## config.mk

```make
export PLATFORM = sky130hd
export DESIGN_NAME = fasu_top
export DESIGN_NICKNAME = d
export VERILOG_FILES = /design/src/rtl/fasu_pkg.sv /design/src/rtl/fasu_ctrl.sv /design/src/rtl/fasu_slot.sv /design/src/rtl/fasu_top.sv
export SDC_FILE = /design/constraint.sdc
export NUM_CORES = 1
export LEC_CHECK = 0
export ABC_AREA = 1
export BUFFER_PORTS_ARGS = -buffer_cell sky130_fd_sc_hd__buf_2
export CORE_MARGIN = 2
export CORE_UTILIZATION = 54
export DETAILED_ROUTE_END_ITERATION = 16
export GPL_ROUTABILITY_DRIVEN = 1
export HOLD_SLACK_MARGIN = 0.06
export PLACE_DENSITY = 0.85
export SYNTH_ARGS = -nofsm -noshare
export SYNTH_HDL_FRONTEND = slang
export SYNTH_SLANG_ARGS = --single-unit
```

## constraint.sdc

```tcl
create_clock -name clk -period 3.4 [get_ports clk]
set_clock_uncertainty 0.2 [all_clocks]
set_input_delay 1.02 -clock clk [delete_from_list [all_inputs] [get_ports clk]]
set_output_delay 1.02 -clock clk [all_outputs]
set_load 0.03 [all_outputs]
```

## src/rtl/fasu_pkg.sv

```systemverilog
package fasu_pkg;

  localparam int BST_W = 2;
  localparam logic [BST_W-1:0] BST_NONE = 2'd0;

  typedef enum logic [1:0] {
    CUR_HOLD      = 2'd0,
    CUR_FROM_NEXT = 2'd1,
    CUR_FROM_PRED = 2'd2,
    CUR_FROM_EVT  = 2'd3
  } cur_sel_e;

  // Predictor request rule: room for an answer exists, or a restart after drain
  function automatic logic pred_may_issue(input logic p_v, input logic c_v, input logic n_v);
    return (c_v && !n_v) || (!c_v && p_v);
  endfunction

endpackage

```

## src/rtl/fasu_ctrl.sv

```systemverilog
module fasu_ctrl
  import fasu_pkg::*;
(
  input  logic     clk,
  input  logic     rst_n,
  input  logic     fetch_ack,
  input  logic     pred_ack,
  input  logic     evt_valid,
  output logic     p_val,
  output logic     c_val,
  output logic     n_val,
  output logic     fetch_fire,
  output logic     pred_fire,
  output logic     evt_fire,
  output cur_sel_e cur_sel,
  output logic     nxt_load
);

  logic c_after_fetch, n_after_fetch;
  logic c_nx, n_nx, p_nx;

  assign fetch_fire = c_val && fetch_ack;
  assign pred_fire  = pred_may_issue(p_val, c_val, n_val) && pred_ack;
  assign evt_fire   = evt_valid;

  always_comb begin
    // step 1: fetch
    c_after_fetch = fetch_fire ? n_val : c_val;
    n_after_fetch = fetch_fire ? 1'b0  : n_val;
    cur_sel       = (fetch_fire && n_val) ? CUR_FROM_NEXT : CUR_HOLD;
    nxt_load      = 1'b0;
    c_nx          = c_after_fetch;
    n_nx          = n_after_fetch;
    // step 2: predict
    if (pred_fire) begin
      if (c_after_fetch) begin
        n_nx     = 1'b1;
        nxt_load = 1'b1;
      end else begin
        c_nx    = 1'b1;
        cur_sel = CUR_FROM_PRED;
      end
    end
    // step 3: event
    if (evt_fire) begin
      c_nx     = 1'b1;
      n_nx     = 1'b0;
      cur_sel  = CUR_FROM_EVT;
      nxt_load = 1'b0;
    end
    p_nx = p_val || fetch_fire;
  end

  always_ff @(posedge clk or negedge rst_n) begin
    if (!rst_n) begin
      p_val <= 1'b0;
      c_val <= 1'b0;
      n_val <= 1'b0;
    end else begin
      p_val <= p_nx;
      c_val <= c_nx;
      n_val <= n_nx;
    end
  end

endmodule

```

## src/rtl/fasu_slot.sv

```systemverilog
module fasu_slot #(
  parameter int W = 8,
  parameter logic [W-1:0] RST = '0
) (
  input  logic         clk,
  input  logic         rst_n,
  input  logic         load,
  input  logic [W-1:0] d,
  output logic [W-1:0] q
);

  always_ff @(posedge clk or negedge rst_n) begin
    if (!rst_n)    q <= RST;
    else if (load) q <= d;
  end

endmodule

```

## src/rtl/fasu_top.sv

```systemverilog
module fasu_top
  import fasu_pkg::*;
#(
  parameter int AW       = 32,
  parameter int NI       = 4,
  parameter int PTR_W    = 2,
  parameter int IDW      = 3,
  parameter logic [AW-1:0] RESET_PC = 'h100
) (
  input  logic             clk,
  input  logic             rst_n,
  output logic             fetch_valid,
  input  logic             fetch_ack,
  output logic [AW-1:0]    fetch_addr,
  output logic [NI-1:0]    fetch_en,
  output logic [PTR_W-1:0] fetch_ptr,
  output logic [BST_W-1:0] fetch_bst,
  output logic [IDW-1:0]   fetch_pid,
  output logic             pred_valid,
  input  logic             pred_ack,
  output logic [AW-1:0]    pred_prev_pc,
  output logic [AW-1:0]    pred_cur_pc,
  output logic             pred_cur_ds,
  input  logic [AW-1:0]    pred_next_pc,
  input  logic             pred_next_ds,
  input  logic [NI-1:0]    pred_en,
  input  logic [PTR_W-1:0] pred_ptr,
  input  logic [BST_W-1:0] pred_bst,
  input  logic [IDW-1:0]   pred_pid,
  input  logic             evt_valid,
  output logic             evt_ack,
  input  logic [AW-1:0]    evt_addr
);

  localparam int SLOT_W = AW + NI + PTR_W + BST_W + IDW + 1;
  localparam int EN_LO  = AW;
  localparam int PTR_LO = EN_LO + NI;
  localparam int BST_LO = PTR_LO + PTR_W;
  localparam int PID_LO = BST_LO + BST_W;
  localparam int DS_BIT = PID_LO + IDW;
  localparam logic [NI-1:0] EN_FIRST = NI'(1);

  function automatic logic [AW-1:0] word_align(input logic [AW-1:0] a);
    return {a[AW-1:2], 2'b00};
  endfunction

  localparam logic [SLOT_W-1:0] SLOT_RST =
    {1'b0, {IDW{1'b0}}, BST_NONE, {PTR_W{1'b0}}, EN_FIRST, {RESET_PC[AW-1:2], 2'b00}};

  logic p_val, c_val, n_val;
  logic fetch_fire, pred_fire, evt_fire, nxt_load;
  cur_sel_e cur_sel;

  logic [SLOT_W-1:0] cur_q, nxt_q, cur_d, pred_word, evt_word;
  logic [AW-1:0]     prev_q;

  fasu_ctrl u_ctrl (
    .clk(clk), .rst_n(rst_n),
    .fetch_ack(fetch_ack), .pred_ack(pred_ack), .evt_valid(evt_valid),
    .p_val(p_val), .c_val(c_val), .n_val(n_val),
    .fetch_fire(fetch_fire), .pred_fire(pred_fire), .evt_fire(evt_fire),
    .cur_sel(cur_sel), .nxt_load(nxt_load)
  );

  assign pred_word = {pred_next_ds, pred_pid, pred_bst, pred_ptr, pred_en, word_align(pred_next_pc)};
  assign evt_word  = {1'b0, {IDW{1'b0}}, BST_NONE, {PTR_W{1'b0}}, EN_FIRST, word_align(evt_addr)};

  always_comb begin
    case (cur_sel)
      CUR_FROM_NEXT: cur_d = nxt_q;
      CUR_FROM_PRED: cur_d = pred_word;
      CUR_FROM_EVT:  cur_d = evt_word;
      default:       cur_d = cur_q;
    endcase
  end

  fasu_slot #(.W(SLOT_W), .RST(SLOT_RST)) u_cur (
    .clk(clk), .rst_n(rst_n), .load(cur_sel != CUR_HOLD), .d(cur_d), .q(cur_q)
  );

  fasu_slot #(.W(SLOT_W), .RST(SLOT_RST)) u_nxt (
    .clk(clk), .rst_n(rst_n), .load(nxt_load), .d(pred_word), .q(nxt_q)
  );

  fasu_slot #(.W(AW), .RST({RESET_PC[AW-1:2], 2'b00})) u_prev (
    .clk(clk), .rst_n(rst_n), .load(fetch_fire), .d(cur_q[AW-1:0]), .q(prev_q)
  );

  assign fetch_valid  = c_val;
  assign fetch_addr   = cur_q[AW-1:0];
  assign fetch_en     = cur_q[EN_LO +: NI];
  assign fetch_ptr    = cur_q[PTR_LO +: PTR_W];
  assign fetch_bst    = cur_q[BST_LO +: BST_W];
  assign fetch_pid    = cur_q[PID_LO +: IDW];
  assign pred_valid   = pred_may_issue(p_val, c_val, n_val);
  assign pred_prev_pc = prev_q;
  assign pred_cur_pc  = cur_q[AW-1:0];
  assign pred_cur_ds  = cur_q[DS_BIT];
  assign evt_ack      = 1'b1;

endmodule

```

# Word level (Yosys, flattened, before mapping)
# Index checks and enable logic that the tools add are counted.
# totals
register_bits	121
out_inout_bits	111
# classes
eq_ne	3
mux	15
reduce_logical	12
# ops
cell	n
one-hot mux 44 bit (3 select lines)	1
2-to-1 mux 1 bit	11
2-to-1 mux 2 bit	3
logical AND 1 bit	5
equality test 2 bit (second input constant)	2
nonzero test 3 bit	1
equality test 2 x 1 -> 1 bit (second input constant)	1
zero test 1 bit	2
logical OR 1 bit	2
AND reduction 2 bit	1
nonzero test 2 bit	1

# Depth between registers and ports, before layout
# depth
word_depth	9
mapped_depth	10
mapped_depth_nobuf	8

# Hierarchy
# From an unflattened synthesis, not the netlist that was laid out.
# unflattened
hier_cells	808
area_unflattened_um2	6386.1
# modules_own_cells
module	n_inst	cells_each	area_each_um2	seq_area_each_um2
fasu_slot at u_cur ...	2	186	1734.2	1103.6
fasu_top	1	273	1442.6	0.0
fasu_slot at u_prev	1	136	1293.7	802.0
fasu_ctrl	1	27	181.4	75.1

# Least setup slack after synthesis
# Ideal clock, no wire load.
# synth_timing
path_type	register to output
from	reg u_ctrl.c_val
to	out pred_valid
arrival_ns	0.983
required_ns	2.180
setup_slack_ns	1.197
path_stages_with_launch	5
path_buffers	1
cell_sequence	dfrtp_1 -> buf_4 -> inv_2 -> nand2_1 -> nand2_1
# synth_via
elab_chain_cells	3
elab_cells_between_ends	4
cone_classes	reduce/logical: 4
# synth_lines
item	line_no	text
start: declaration	fasu_ctrl.sv:10	output logic c_val,
start signal: assignment	fasu_ctrl.sv:61	c_val <= c_nx;
zero test 1 bit	fasu_pkg.sv:15	return (c_v && !n_v) || (!c_v && p_v);
logical AND 1 bit	fasu_pkg.sv:15	
logical OR 1 bit (*)	fasu_pkg.sv:15	
end: declaration	fasu_top.sv:19	output logic pred_valid,
# Every way passes the cells marked *; elsewhere a longest branch is shown, timed or not.

# Final worst setup path
# Same ends and word-level chain as after synthesis.

==> impl_metrics.env <==
export IMPL_grt_pass1_wl_mm=23.5
export IMPL_worstHoldPathCells=2
export IMPL_synth_seq_cells=117
export IMPL_crit_top_cell="nand2_1"
export IMPL_fmax_mhz=377
export IMPL_drcViolationCount=0
export IMPL_rows=36
export IMPL_worstHoldEndpoint="u_nxt.q[8]$_DFFE_PN1P_"
export IMPL_end_kind="output pin"
export IMPL_crit_fanout=8
export IMPL_clock_sinks=117
export IMPL_reg2reg_from="u_ctrl.n_val$_DFF_PN0_"
export IMPL_yosys_warnings=0
export IMPL_cts_resized=0
export IMPL_cp_cell_sequence="inv_2 > nand2_1 > nand2_1 > buf_2"
export IMPL_r2r_end="u_nxt.q[6]$_DFFE_PN0P_"
export IMPL_cts_root_buffer="clkbuf_8"
export IMPL_drv_slew=0
export IMPL_place_worst_setup_slack_ps=328
export IMPL_clk_latency_ps=510
export IMPL_async_flop_share_pct=100
export IMPL_grt_pass1_vias=4885
export IMPL_yosysSeqAreaShare_pct=53.0
export IMPL_rsz0062_at_grt="false"
export IMPL_cts_tree="done"
export IMPL_drtIter0Drc=298
export IMPL_hold_class="reg -> reg"
export IMPL_cp_arrival_ps=1430
export IMPL_status="complete, no violations"
export IMPL_dieArea_um2=11100
export IMPL_critical_path_class="reg -> out"
export IMPL_ant_nets=0
export IMPL_fin_nets=859
export IMPL_fin_area_um2=6870
export IMPL_ctsHoldBuffers=0
export IMPL_io_pins=192
export IMPL_synth_edf_count=0
export IMPL_slowest_stage="dfrtp_1"
export IMPL_grt_use_total_pct=26.6
export IMPL_grt_antenna_before_repair=0
export IMPL_clk_pin_slew_worst_paths_ps=50
export IMPL_worst_pin_slew_ps=1060
export IMPL_gp_congestion=0.822
export IMPL_synth_area_per_cell_um2=8.66
export IMPL_tns_ps=0
export IMPL_start_kind="flip-flop"
export IMPL_grt_max_degree=48
export IMPL_htree_levels=4
export IMPL_fp_dieW_um=105
export IMPL_dpl_cell_area_um2=6260
export IMPL_dr_total_vias=4994
export IMPL_min_period_ps=2650
export IMPL_finalHoldViolCount=0
export IMPL_fin_ws_ps=751
export IMPL_overflow=0
export IMPL_drive_gt1_share_pct=33.7
export IMPL_rrSetupSlack_ps=990
export IMPL_min_period_over_period_pct=77.9
export IMPL_n_fill_cell=776
export IMPL_maxSlewHeadroom_pct=29.3
export IMPL_cts_inserted_buffers=17
export IMPL_critPathMaxStageDelay_ps=480
export IMPL_drt_wl_total_mm=14.2
export IMPL_synth_cell_type_count=19
export IMPL_antennaDiodeCount=0
export IMPL_vdd_drop_max_mv=0.340
export IMPL_cellLeakagePower_nw=3.73
export IMPL_via_per_inst=5.41
export IMPL_setup_viol=0
export IMPL_cellPowerDensity_nw_per_um2=691
export IMPL_synth_cells=639
export IMPL_worstHoldStart="u_nxt.q[8]$_DFFE_PN1P_"
export IMPL_core_area_um2=9860
export IMPL_crit_required_ps=2180
export IMPL_portBuffers=180
export IMPL_areaGrowthSynthToFinish_pct=24.1
export IMPL_ff2ff_path_depth=6
export IMPL_synthFlopType="dfrtp_1"
export IMPL_start_util_pct=56.1
export IMPL_post_cts_setup_buffers=0
export IMPL_wl_per_cell_um=15.4
export IMPL_maxCapViolations=0
export IMPL_clockBufferDepth=2
export IMPL_die_h_um=105
export IMPL_dp_hpwl_mm=9.24
export IMPL_syn_area_um2=5530
export IMPL_first_pass_iters=4
layout by cell type (no fill, tap or decap), drive strengths merged:
cell type  netlist  layout
buf             63     193
a31o             1       1
nand3           88      88
bufinv           0       5
clkinvlp         0       2
dfrtp          112     112
nand4           11      11
mux2            30      30
nor3             1       1
dfstp            5       5
conb             2       7
o21ai           42      42
clkbuf          15      21
nand2          262     262
or2              1       1
clkinv           0       3
inv              5       5
nor2             1       1
layout make-up:
type / count / area (um2) / share of cell area [%]
sequential: 117 / 2930 / 42.7
multi-input combinational: 444 / 2120 / 30.9
timing repair buffer: 193 / 1010 / 14.8
clock buffer: 21 / 429 / 6.25
clock inverter: 10 / 180 / 2.62
tap: 133 / 166 / 2.42
inverter: 5 / 18.8 / 0.273
power by group:
group          internal, W  switching (W)
combinational     0.000328       0.000754
sequential         0.00166       0.000151
clock              0.00125       0.000598
total              0.00324        0.00150
critical path, delay by kind of cell (launching register included):
| kind | cells | cell delay (ps) |
|---|---|---|
| flip-flops | 1 | 480 |
| buffers and inverters | 2 | 330 |
| AND/OR/NAND/NOR | 2 | 120 |
cells in the mapped netlist, types with 2 or more instances:
library cell / number / area, um2
dfstp_2: 5 / 131
buf_4: 44 / 330
buf_2: 19 / 95.1
nand3_1: 86 / 430
clkbuf_1: 15 / 56.3
nand4_1: 11 / 68.8
nand3_2: 2 / 20.0
mux2_2: 30 / 338
dfrtp_1: 112 / 2800
conb_1: 2 / 7.51
inv_2: 4 / 15.0
o21ai_0: 42 / 210
nand2_1: 261 / 980
logic make-up (layout without fill, tap and decap cells):
group | count (synthesis) | count (layout) | synth area share (%)
other | 2 | 7 | 0.136
muxes | 30 | 30 | 6.11
DFF | 117 | 117 | 53.0
AOI/OAI and AO/OA | 43 | 43 | 3.96
and+or+nand+nor | 364 | 364 | 27.7
buffers and inverters | 83 | 229 | 9.05
through the flow:
stage | std cells | util (%) | total power, W | hold slack [ps]
4_1_cts | 923 | 69.6 | 0.00477 | 281
2_1_floorplan | 644 | - | 0.00260 | 248
3_5_place_dp | 892 | 63.4 | 0.00291 | 271
3_3_place_gp | 892 | 63.4 | 0.00286 | 259
5_1_grt | 923 | 69.6 | 0.00496 | 304
6_report | 923 | 69.6 | 0.00474 | 276
worst max path at each step:
stage / start / to / slack (ps) / cells past startpoint
after floorplan: u_ctrl.c_val$_DFF_PN0_ / pred_valid / 1200 / 4
after global placement: evt_valid / u_nxt.q[24]$_DFFE_PN0P_ / 400 / 6
after detailed placement: evt_valid / u_nxt.q[6]$_DFFE_PN0P_ / 330 / 6
after CTS: u_ctrl.c_val$_DFF_PN0_ / pred_valid / 720 / 4
after global routing: evt_valid / u_nxt.q[11]$_DFFE_PN0P_ / 600 / 6
final: u_ctrl.c_val$_DFF_PN0_ / pred_valid / 750 / 4
registers in the layout (all words and copies together), names as in the netlist:
name,flops
u_cur.q,42
u_ctrl.n_val,1
u_ctrl.p_val,1
u_nxt.q,42
u_ctrl.c_val,1
u_prev.q,30
layer usage:
metal	vias up	global-route usage (%)	routed length, um
met5	-	0	0
met4	0	11.6	231
met3	20	7.17	1170
met2	256	44.2	7140
met1	2401	32.5	5700
li1	2317	-	-
No activity file was read; power rests on OpenSTA's default activity.
